--- config.mk ---
export PLATFORM = sky130hd
export DESIGN_NAME = ddr_init_seq
export DESIGN_NICKNAME = d
export VERILOG_FILES = /design/src/rtl/ddr_init_pkg.sv /design/src/rtl/ddr_init_timer.sv /design/src/rtl/ddr_init_lock.sv /design/src/rtl/ddr_init_cmdgen.sv /design/src/rtl/ddr_init_seq.sv
export SDC_FILE = /design/constraint.sdc
export NUM_CORES = 1
export LEC_CHECK = 0
export BUFFER_PORTS_ARGS = -buffer_cell sky130_fd_sc_hd__buf_4
export CAP_MARGIN = 20
export CORE_UTILIZATION = 45
export CTS_CLUSTER_SIZE = 30
export DETAILED_ROUTE_END_ITERATION = 16
export PLACE_DENSITY = 0.7
export SYNTH_ARGS = -nofsm -noshare
export SYNTH_HDL_FRONTEND = slang
export SYNTH_SLANG_ARGS = --single-unit
--- constraint.sdc ---
create_clock -name clk -period 3.45 [get_ports clk]
set_input_delay 0.69 -clock clk [delete_from_list [all_inputs] [get_ports clk]]
set_output_delay 0.69 -clock clk [all_outputs]
set_load 0.05 [all_outputs]
--- src/rtl/ddr_init_pkg.sv ---
package ddr_init_pkg;

    localparam int BA_W       = 2;
    localparam int BIT_DRV    = 1;
    localparam int BIT_TEST   = 7;
    localparam int BIT_DLLRST = 8;
    localparam int BIT_AP     = 10;

    // Command code, bit order {cs_n, ras_n, cas_n, we_n}
    typedef enum logic [3:0] {
        CMD_MODE = 4'b0000,
        CMD_REF  = 4'b0001,
        CMD_PALL = 4'b0010,
        CMD_NOP  = 4'b0111
    } cmd_t;

    typedef enum logic [3:0] {
        ST_WAIT,
        ST_CKE,
        ST_PALL1,
        ST_EXT,
        ST_DLLRST,
        ST_PALL2,
        ST_REF,
        ST_MODE,
        ST_LOCK,
        ST_DONE
    } step_t;

    typedef struct packed {
        cmd_t            cmd;
        logic [BA_W-1:0] ba;
    } cmd_head_t;

    function automatic int unsigned max_of(input int unsigned a, input int unsigned b);
        return (a > b) ? a : b;
    endfunction

endpackage

--- src/rtl/ddr_init_timer.sv ---
module ddr_init_timer #(
    parameter int W       = 8,
    parameter int RST_VAL = 1
) (
    input  logic         clk,
    input  logic         rst,
    input  logic         load,
    input  logic [W-1:0] load_val,
    output logic         zero
);
    logic [W-1:0] cnt;

    always_ff @(posedge clk) begin
        if (rst)
            cnt <= W'(RST_VAL);
        else if (load)
            cnt <= load_val;
        else if (cnt != '0)
            cnt <= cnt - 1'b1;
    end

    assign zero = (cnt == '0);
endmodule

--- src/rtl/ddr_init_lock.sv ---
module ddr_init_lock #(
    parameter int T_DLL_LOCK = 200
) (
    input  logic clk,
    input  logic rst,
    input  logic start,
    output logic lock_ok
);
    localparam int LW = $clog2(T_DLL_LOCK + 1);

    logic          armed;
    logic [LW-1:0] left;

    always_ff @(posedge clk) begin
        if (rst) begin
            armed <= 1'b0;
            left  <= '0;
        end else if (start) begin
            armed <= 1'b1;
            left  <= LW'(T_DLL_LOCK - 1);
        end else if (left != '0) begin
            left <= left - 1'b1;
        end
    end

    assign lock_ok = armed && (left == '0);

    // the lock window is never already complete right after it starts
    assert_lock_not_instant_R10: assert property (@(posedge clk) disable iff (rst)
        start |=> !lock_ok);
endmodule

--- src/rtl/ddr_init_cmdgen.sv ---
module ddr_init_cmdgen
    import ddr_init_pkg::*;
#(
    parameter int ADDR_W = 13
) (
    input  step_t             step,
    input  logic              fresh,
    input  logic [ADDR_W-1:0] mode_word,
    input  logic [ADDR_W-1:0] ext_word,
    output cmd_head_t         head,
    output logic [ADDR_W-1:0] addr
);
    localparam logic [ADDR_W-1:0] ONE       = ADDR_W'(1);
    localparam logic [ADDR_W-1:0] M_AP      = ONE << BIT_AP;
    localparam logic [ADDR_W-1:0] M_DRV     = ONE << BIT_DRV;
    localparam logic [ADDR_W-1:0] M_DLLRST  = ONE << BIT_DLLRST;
    localparam logic [ADDR_W-1:0] M_CLEAR   = (ONE << BIT_DLLRST) | (ONE << BIT_TEST);

    logic [ADDR_W-1:0] mode_base;
    assign mode_base = mode_word & ~M_CLEAR;

    always_comb begin
        head.cmd = CMD_NOP;
        head.ba  = '0;
        addr     = '0;
        if (fresh) begin
            unique case (step)
                ST_PALL1, ST_PALL2: begin
                    head.cmd = CMD_PALL;
                    addr     = M_AP;
                end
                ST_EXT: begin
                    head.cmd = CMD_MODE;
                    head.ba  = BA_W'(1);
                    addr     = ext_word & M_DRV;
                end
                ST_DLLRST: begin
                    head.cmd = CMD_MODE;
                    addr     = mode_base | M_DLLRST;
                end
                ST_REF:  head.cmd = CMD_REF;
                ST_MODE: begin
                    head.cmd = CMD_MODE;
                    addr     = mode_base;
                end
                default: ;
            endcase
        end
    end
endmodule

--- src/rtl/ddr_init_seq.sv ---
module ddr_init_seq
    import ddr_init_pkg::*;
#(
    parameter int ADDR_W     = 13,
    parameter int T_STABLE   = 20000,
    parameter int T_RP       = 2,
    parameter int T_RFC      = 8,
    parameter int T_MRD      = 2,
    parameter int N_REF      = 2,
    parameter int T_DLL_LOCK = 200
) (
    input  logic              clk,
    input  logic              rst,
    input  logic [ADDR_W-1:0] mode_word,
    input  logic [ADDR_W-1:0] ext_word,
    output logic              cke,
    output logic              cs_n,
    output logic              ras_n,
    output logic              cas_n,
    output logic              we_n,
    output logic [BA_W-1:0]   ba,
    output logic [ADDR_W-1:0] addr,
    output logic              init_done
);
    localparam int MAX_GAP = max_of(max_of(T_STABLE, T_RP), max_of(T_RFC, T_MRD));
    localparam int CNT_W   = $clog2(MAX_GAP + 1);
    localparam int REF_W   = $clog2(N_REF + 1);
    localparam int SP_W    = $clog2(T_MRD + 1) + 1;

    step_t             step, step_nxt;
    logic              fresh;
    logic              cke_q;
    logic [REF_W-1:0]  ref_cnt, ref_nxt;
    logic              t_zero, t_load;
    logic [CNT_W-1:0]  t_val;
    logic              lock_ok;
    logic              lock_start;
    cmd_head_t         head;

    ddr_init_timer #(.W(CNT_W), .RST_VAL(T_STABLE - 1)) u_timer (
        .clk(clk), .rst(rst), .load(t_load), .load_val(t_val), .zero(t_zero)
    );

    assign lock_start = (step == ST_DLLRST) && fresh;

    ddr_init_lock #(.T_DLL_LOCK(T_DLL_LOCK)) u_lock (
        .clk(clk), .rst(rst), .start(lock_start), .lock_ok(lock_ok)
    );

    ddr_init_cmdgen #(.ADDR_W(ADDR_W)) u_cmdgen (
        .step(step), .fresh(fresh), .mode_word(mode_word), .ext_word(ext_word),
        .head(head), .addr(addr)
    );

    always_comb begin
        step_nxt = step;
        ref_nxt  = ref_cnt;
        t_load   = 1'b0;
        t_val    = '0;
        unique case (step)
            ST_WAIT: if (t_zero) begin
                step_nxt = ST_CKE;   t_load = 1'b1; t_val = '0;
            end
            ST_CKE: if (t_zero) begin
                step_nxt = ST_PALL1; t_load = 1'b1; t_val = CNT_W'(T_RP - 1);
            end
            ST_PALL1: if (t_zero) begin
                step_nxt = ST_EXT;   t_load = 1'b1; t_val = CNT_W'(T_MRD - 1);
            end
            ST_EXT: if (t_zero) begin
                step_nxt = ST_DLLRST; t_load = 1'b1; t_val = CNT_W'(T_MRD - 1);
            end
            ST_DLLRST: if (t_zero) begin
                step_nxt = ST_PALL2; t_load = 1'b1; t_val = CNT_W'(T_RP - 1);
            end
            ST_PALL2: if (t_zero) begin
                step_nxt = ST_REF;   t_load = 1'b1; t_val = CNT_W'(T_RFC - 1);
                ref_nxt  = '0;
            end
            ST_REF: if (t_zero) begin
                t_load = 1'b1;
                if (ref_cnt == REF_W'(N_REF - 1)) begin
                    step_nxt = ST_MODE; t_val = CNT_W'(T_MRD - 1);
                end else begin
                    ref_nxt = ref_cnt + 1'b1; t_val = CNT_W'(T_RFC - 1);
                end
            end
            ST_MODE: if (t_zero) step_nxt = ST_LOCK;
            ST_LOCK: if (lock_ok) step_nxt = ST_DONE;
            default: ;
        endcase
    end

    always_ff @(posedge clk) begin
        if (rst) begin
            step    <= ST_WAIT;
            fresh   <= 1'b0;
            cke_q   <= 1'b0;
            ref_cnt <= '0;
        end else begin
            step    <= step_nxt;
            fresh   <= t_load;
            ref_cnt <= ref_nxt;
            if (step == ST_WAIT && t_zero)
                cke_q <= 1'b1;
        end
    end

    assign cke       = cke_q;
    assign {cs_n, ras_n, cas_n, we_n} = head.cmd;
    assign ba        = head.ba;
    assign init_done = (step == ST_DONE) || (step == ST_LOCK && lock_ok);

    // Spacing monitor for mode-register writes
    logic [SP_W-1:0] since_mode;
    always_ff @(posedge clk) begin
        if (rst)
            since_mode <= SP_W'(T_MRD);
        else if (head.cmd == CMD_MODE)
            since_mode <= SP_W'(1);
        else if (since_mode < SP_W'(T_MRD))
            since_mode <= since_mode + 1'b1;
    end

    assert_quiet_before_cke_R1: assert property (@(posedge clk) disable iff (rst)
        !cke |-> (head.cmd == CMD_NOP && !init_done));

    assert_cke_holds_R2: assert property (@(posedge clk) disable iff (rst)
        cke |=> cke);

    assert_mode_spacing_R3: assert property (@(posedge clk) disable iff (rst)
        (head.cmd == CMD_MODE) |-> (since_mode >= SP_W'(T_MRD)));

    assert_ext_fields_R5: assert property (@(posedge clk) disable iff (rst)
        (head.cmd == CMD_MODE && ba == BA_W'(1)) |-> ((addr & ~(ADDR_W'(1) << BIT_DRV)) == '0));

    // test bit stays low on every mode write
    assert_mode_test_low_R6: assert property (@(posedge clk) disable iff (rst)
        (head.cmd == CMD_MODE && ba == '0) |-> !addr[BIT_TEST]);

    assert_done_needs_lock_R10: assert property (@(posedge clk) disable iff (rst)
        init_done |-> lock_ok);

    assert_done_sticky_R10: assert property (@(posedge clk) disable iff (rst)
        init_done |=> (init_done && head.cmd == CMD_NOP));
endmodule

==> Flow_metrics.wiki <==
{| class="wikitable"
! Metric !! Value
|-
| Filler instances || 367
|-
| Chip Width || 65.3 microns
|-
| Largest net degree at the start of global routing || 32
|-
| Areal power density over the cells || approximately 460 mW/mm^2
|-
| TritonCTS clock tree || done
|-
| Vertical die dimension || 65.3 microns
|-
| Final non-filler cell total || around 290
|-
| Number of DRC violations after detailed routing || 0
|-
| Wire length of the first global-routing pass || 6710 microns
|-
| Count of input and output buffers || 31
|-
| Final number of hold-violating endpoints || 0
|-
| Nature of the critical path startpoint || flop
|-
| Share of Yosys cell area claimed by the top area cell type || 35.6%
|-
| Highest ir drop seen on vdd || 282 uV
|-
| Number of maximum-capacitance constraint violations || 0
|-
| Fraction of layout instances using a drive strength above 1 || 21.5%
|-
| Path type of the worst min-delay path || reg -> reg
|-
| Average routed wire per standard cell || 12.9 microns
|-
| Initial antenna violation count || 0
|-
| Final Setup Violations || 0
|-
| Final Skew || between 5 and 6 ps
|-
| Result of the run || finished, final reports clean
|-
| Clock slew at the register clock pins of the worst setup and hold paths || 70 ps
|-
| Dominant cell by count in the synthesized netlist || sky130_fd_sc_hd__dfxtp_1
|-
| Num ports || between 40 and 50
|-
| Detailed-route via count || 1640
|-
| Synth async-reset ratio || 0%
|-
| Reported leakage power || between 0.7 and 0.8 nW
|-
| Worst path required time || 2760 ps
|-
| Antenna diodes || 0
|-
| Drt total wl || about 3800 microns
|-
| Gp weighted congestion || 0.763
|-
| Most used flip-flop cell after synthesis || sky130_fd_sc_hd__dfxtp_1
|-
| Number of distinct library cell variants in the gate-level netlist after synthesis || 45
|-
| Layout Utilization || 56.6%
|-
| Cell-by-cell trace of the critical path || inv_1, ha_1, or3b_2, nor2_1, a21oi_1, nor4_2, buf_4
|-
| DR iter-0 viols || 94
|-
| Final min period || between 2000 and 3000 ps
|-
| Headroom to the max-slew limit || 51.8%
|-
| # placed instances || between 200 and 300
|-
| RSZ-0062 raised after global routing || false
|-
| # H-tree levels || 2
|-
| Cell with the largest stage delay on the worst path || sky130_fd_sc_hd__or3b_2
|-
| Hold bufs inserted after CTS || 0
|-
| Transition time at the pin with the least slew margin || 717 ps
|-
| Overall overflow remaining after global route || 0
|-
| Antenna-violating nets left || 0
|-
| Std-Cell Rows || 22
|-
| Synthesized flop and latch total || 32
|-
| Combined global-route utilization of all metal layers || about a fifth
|-
| Total Die Area || 0.00426 sq mm
|-
| Cell types with the highest counts after synthesis || 32 x sky130_fd_sc_hd__dfxtp_1, 19 x sky130_fd_sc_hd__nor2_1, 16 x sky130_fd_sc_hd__a21oi_1
|-
| Area contributors post-synth || sky130_fd_sc_hd__dfxtp_1 36%, sky130_fd_sc_hd__a21oi_1 4.4%, sky130_fd_sc_hd__nor2_1 4.0%, sky130_fd_sc_hd__nor2b_1 3.8%, sky130_fd_sc_hd__nor4_1 3.8%
|-
| Cell taking the most area after synthesis || sky130_fd_sc_hd__dfxtp_1
|-
| Number of slew-limit violations in the final report || 0
|-
| Number of global-route vias before repair || 1532
|-
| Layout overhead on the synthesized area || 17.7%
|-
| Largest fanout on the critical path || 6
|-
| Router iterations before antenna repair || 4
|-
| Crit-path max cell delay || 520 ps
|-
| Number of buffers inserted during clock tree synthesis || 5
|-
| Arrival time of data at the critical path endpoint || 2290 ps
|-
| # nets final || 278
|-
| Effective utilization at floorplan || 48.1%
|-
| Deepest clock path buffer count || 2
|-
| Count of clock tree sinks || 32
|-
| Number of synthesized flops with an enable pin || 0
|-
| Post-Synthesis Cells || 220
|-
| Setup CP Type || reg -> out
|-
| Post-synthesis sequential area ratio || 35.6%
|-
| Synthesized area per cell || 8.18 sq um
|-
| R2R depth || 6
|-
| Setup TNS Final || 0 ps
|-
| Worst setup EP type || primary output
|-
| Post CTS Setup Buffer Count || 0
|-
| Fin crit share || around 86%
|-
| Resized cells post-CTS || 0
|-
| Synthesis warning total || 0
|-
| Hold path cells || 2
|-
| Syn Std Cell Area || 0.00180 sq mm
|-
| Peak clock frequency supported by timing || roughly 0.34 GHz
|-
| Vias/cell || 5.58
|-
| Clock root cell || sky130_fd_sc_hd__clkbuf_8
|-
| DPL Wire Length || 2730 microns
|-
| Clock latency on the worst-skew pair || 280 ps
|-
| Area inside the core boundary || 0.00374 sq mm
|}
==> state kept, by name (all words and copies together), names as in the netlist <==
| signal | flops |
|---|---|
| u_lock.armed | 1 |
| u_timer.cnt | 15 |
| cke | 1 |
| fresh | 1 |
| step | 4 |
| ref_cnt | 2 |
| u_lock.left | 8 |
==> where the power goes <==
group          switching [mW]  total, mW  internal (mW)
Clock                   0.133      0.270          0.137
Sequential             0.0333      0.442          0.408
Combinational           0.126      0.254          0.128
Total                   0.292      0.965          0.673
==> final timing paths <==
kind | startpoint | end | slack (ps)
hold reg to reg | ref_cnt[1]$_SDFFE_PP0P_ | ref_cnt[1]$_SDFFE_PP0P_ | 470
hold / removal | ref_cnt[1]$_SDFFE_PP0P_ | ref_cnt[1]$_SDFFE_PP0P_ | 470
setup / recovery | u_lock.left[0]$_SDFFE_PP0P_ | init_done | 470
setup reg to reg | u_timer.cnt[0]$_SDFFE_PP1P_ | ref_cnt[1]$_SDFFE_PP0P_ | 1170
==> logic make-up (layout without fill, tap and decap cells) <==
family / count (synthesis) / after routing / share of synthesized area [%]
xor gates and xnor gates: 2 / 2 / 0.973
buffers and inverters: 24 / 48 / 5.77
and+or+nand+nor: 99 / 99 / 32.4
adders and majority gates: 4 / 4 / 2.78
muxes: 11 / 11 / 6.53
other: 1 / 3 / 0.208
DFF: 32 / 32 / 35.6
AOI/OAI and AO/OA: 47 / 47 / 15.8
==> worst max-delay path: cells and delay by family, from the launching register on <==
family	cells	cell delay, ps
AOI/OAI and AO/OA	1	140
adders and majority gates	1	190
DFF	1	320
buffers and inverters	2	320
and+or+nand+nor	3	1030
==> through the flow <==
stage	cell area [sq um]	setup WS (ps)	power [mW]	hold slack (ps)
6_report	2120	471	0.965	472
5_1_grt	2120	337	1.03	497
4_1_cts	2120	459	0.975	473
3_5_place_dp	2040	771	0.703	464
3_3_place_gp	2040	771	0.696	457
2_1_floorplan	1810	131	0.660	450
==> final cells by class <==
cell class | count | area [sq um] | area share (%)
clock buffers | 6 | 72.6 | 3.43
inverters | 10 | 37.5 | 1.77
flip-flops and latches | 32 | 641 | 30.2
well taps | 48 | 60.1 | 2.84
clock inverters | 1 | 5.00 | 0.236
multi-input cells | 166 | 1070 | 50.5
repair buffers | 31 | 233 | 11.0
==> layer usage <==
| layer | GRT usage [%] | share of wire [%] |
|---|---|---|
| met1 | 26.5 | 49 |
| met4 | 6.25 | 0.56 |
| met3 | 4.86 | 3.0 |
| met5 | 0 | 0 |
| met2 | 31.4 | 47 |
==> layout by cell type (no fill, tap or decap), drive strengths merged, types with 4 or more instances in the layout <==
master / count
dfxtp: 32
buf: 31
nor2: 19
a21oi: 16
o21ai: 12
nor4: 12
nor2b: 11
inv: 10
nand2: 9
and2: 9
or4: 9
mux2: 6
clkbuf: 6
nor3: 5
mux2i: 5
o31ai: 5
nor3b: 4
nand3: 4
ha: 4
or2: 4
or3: 4
Power figures use the tool's default switching activity.
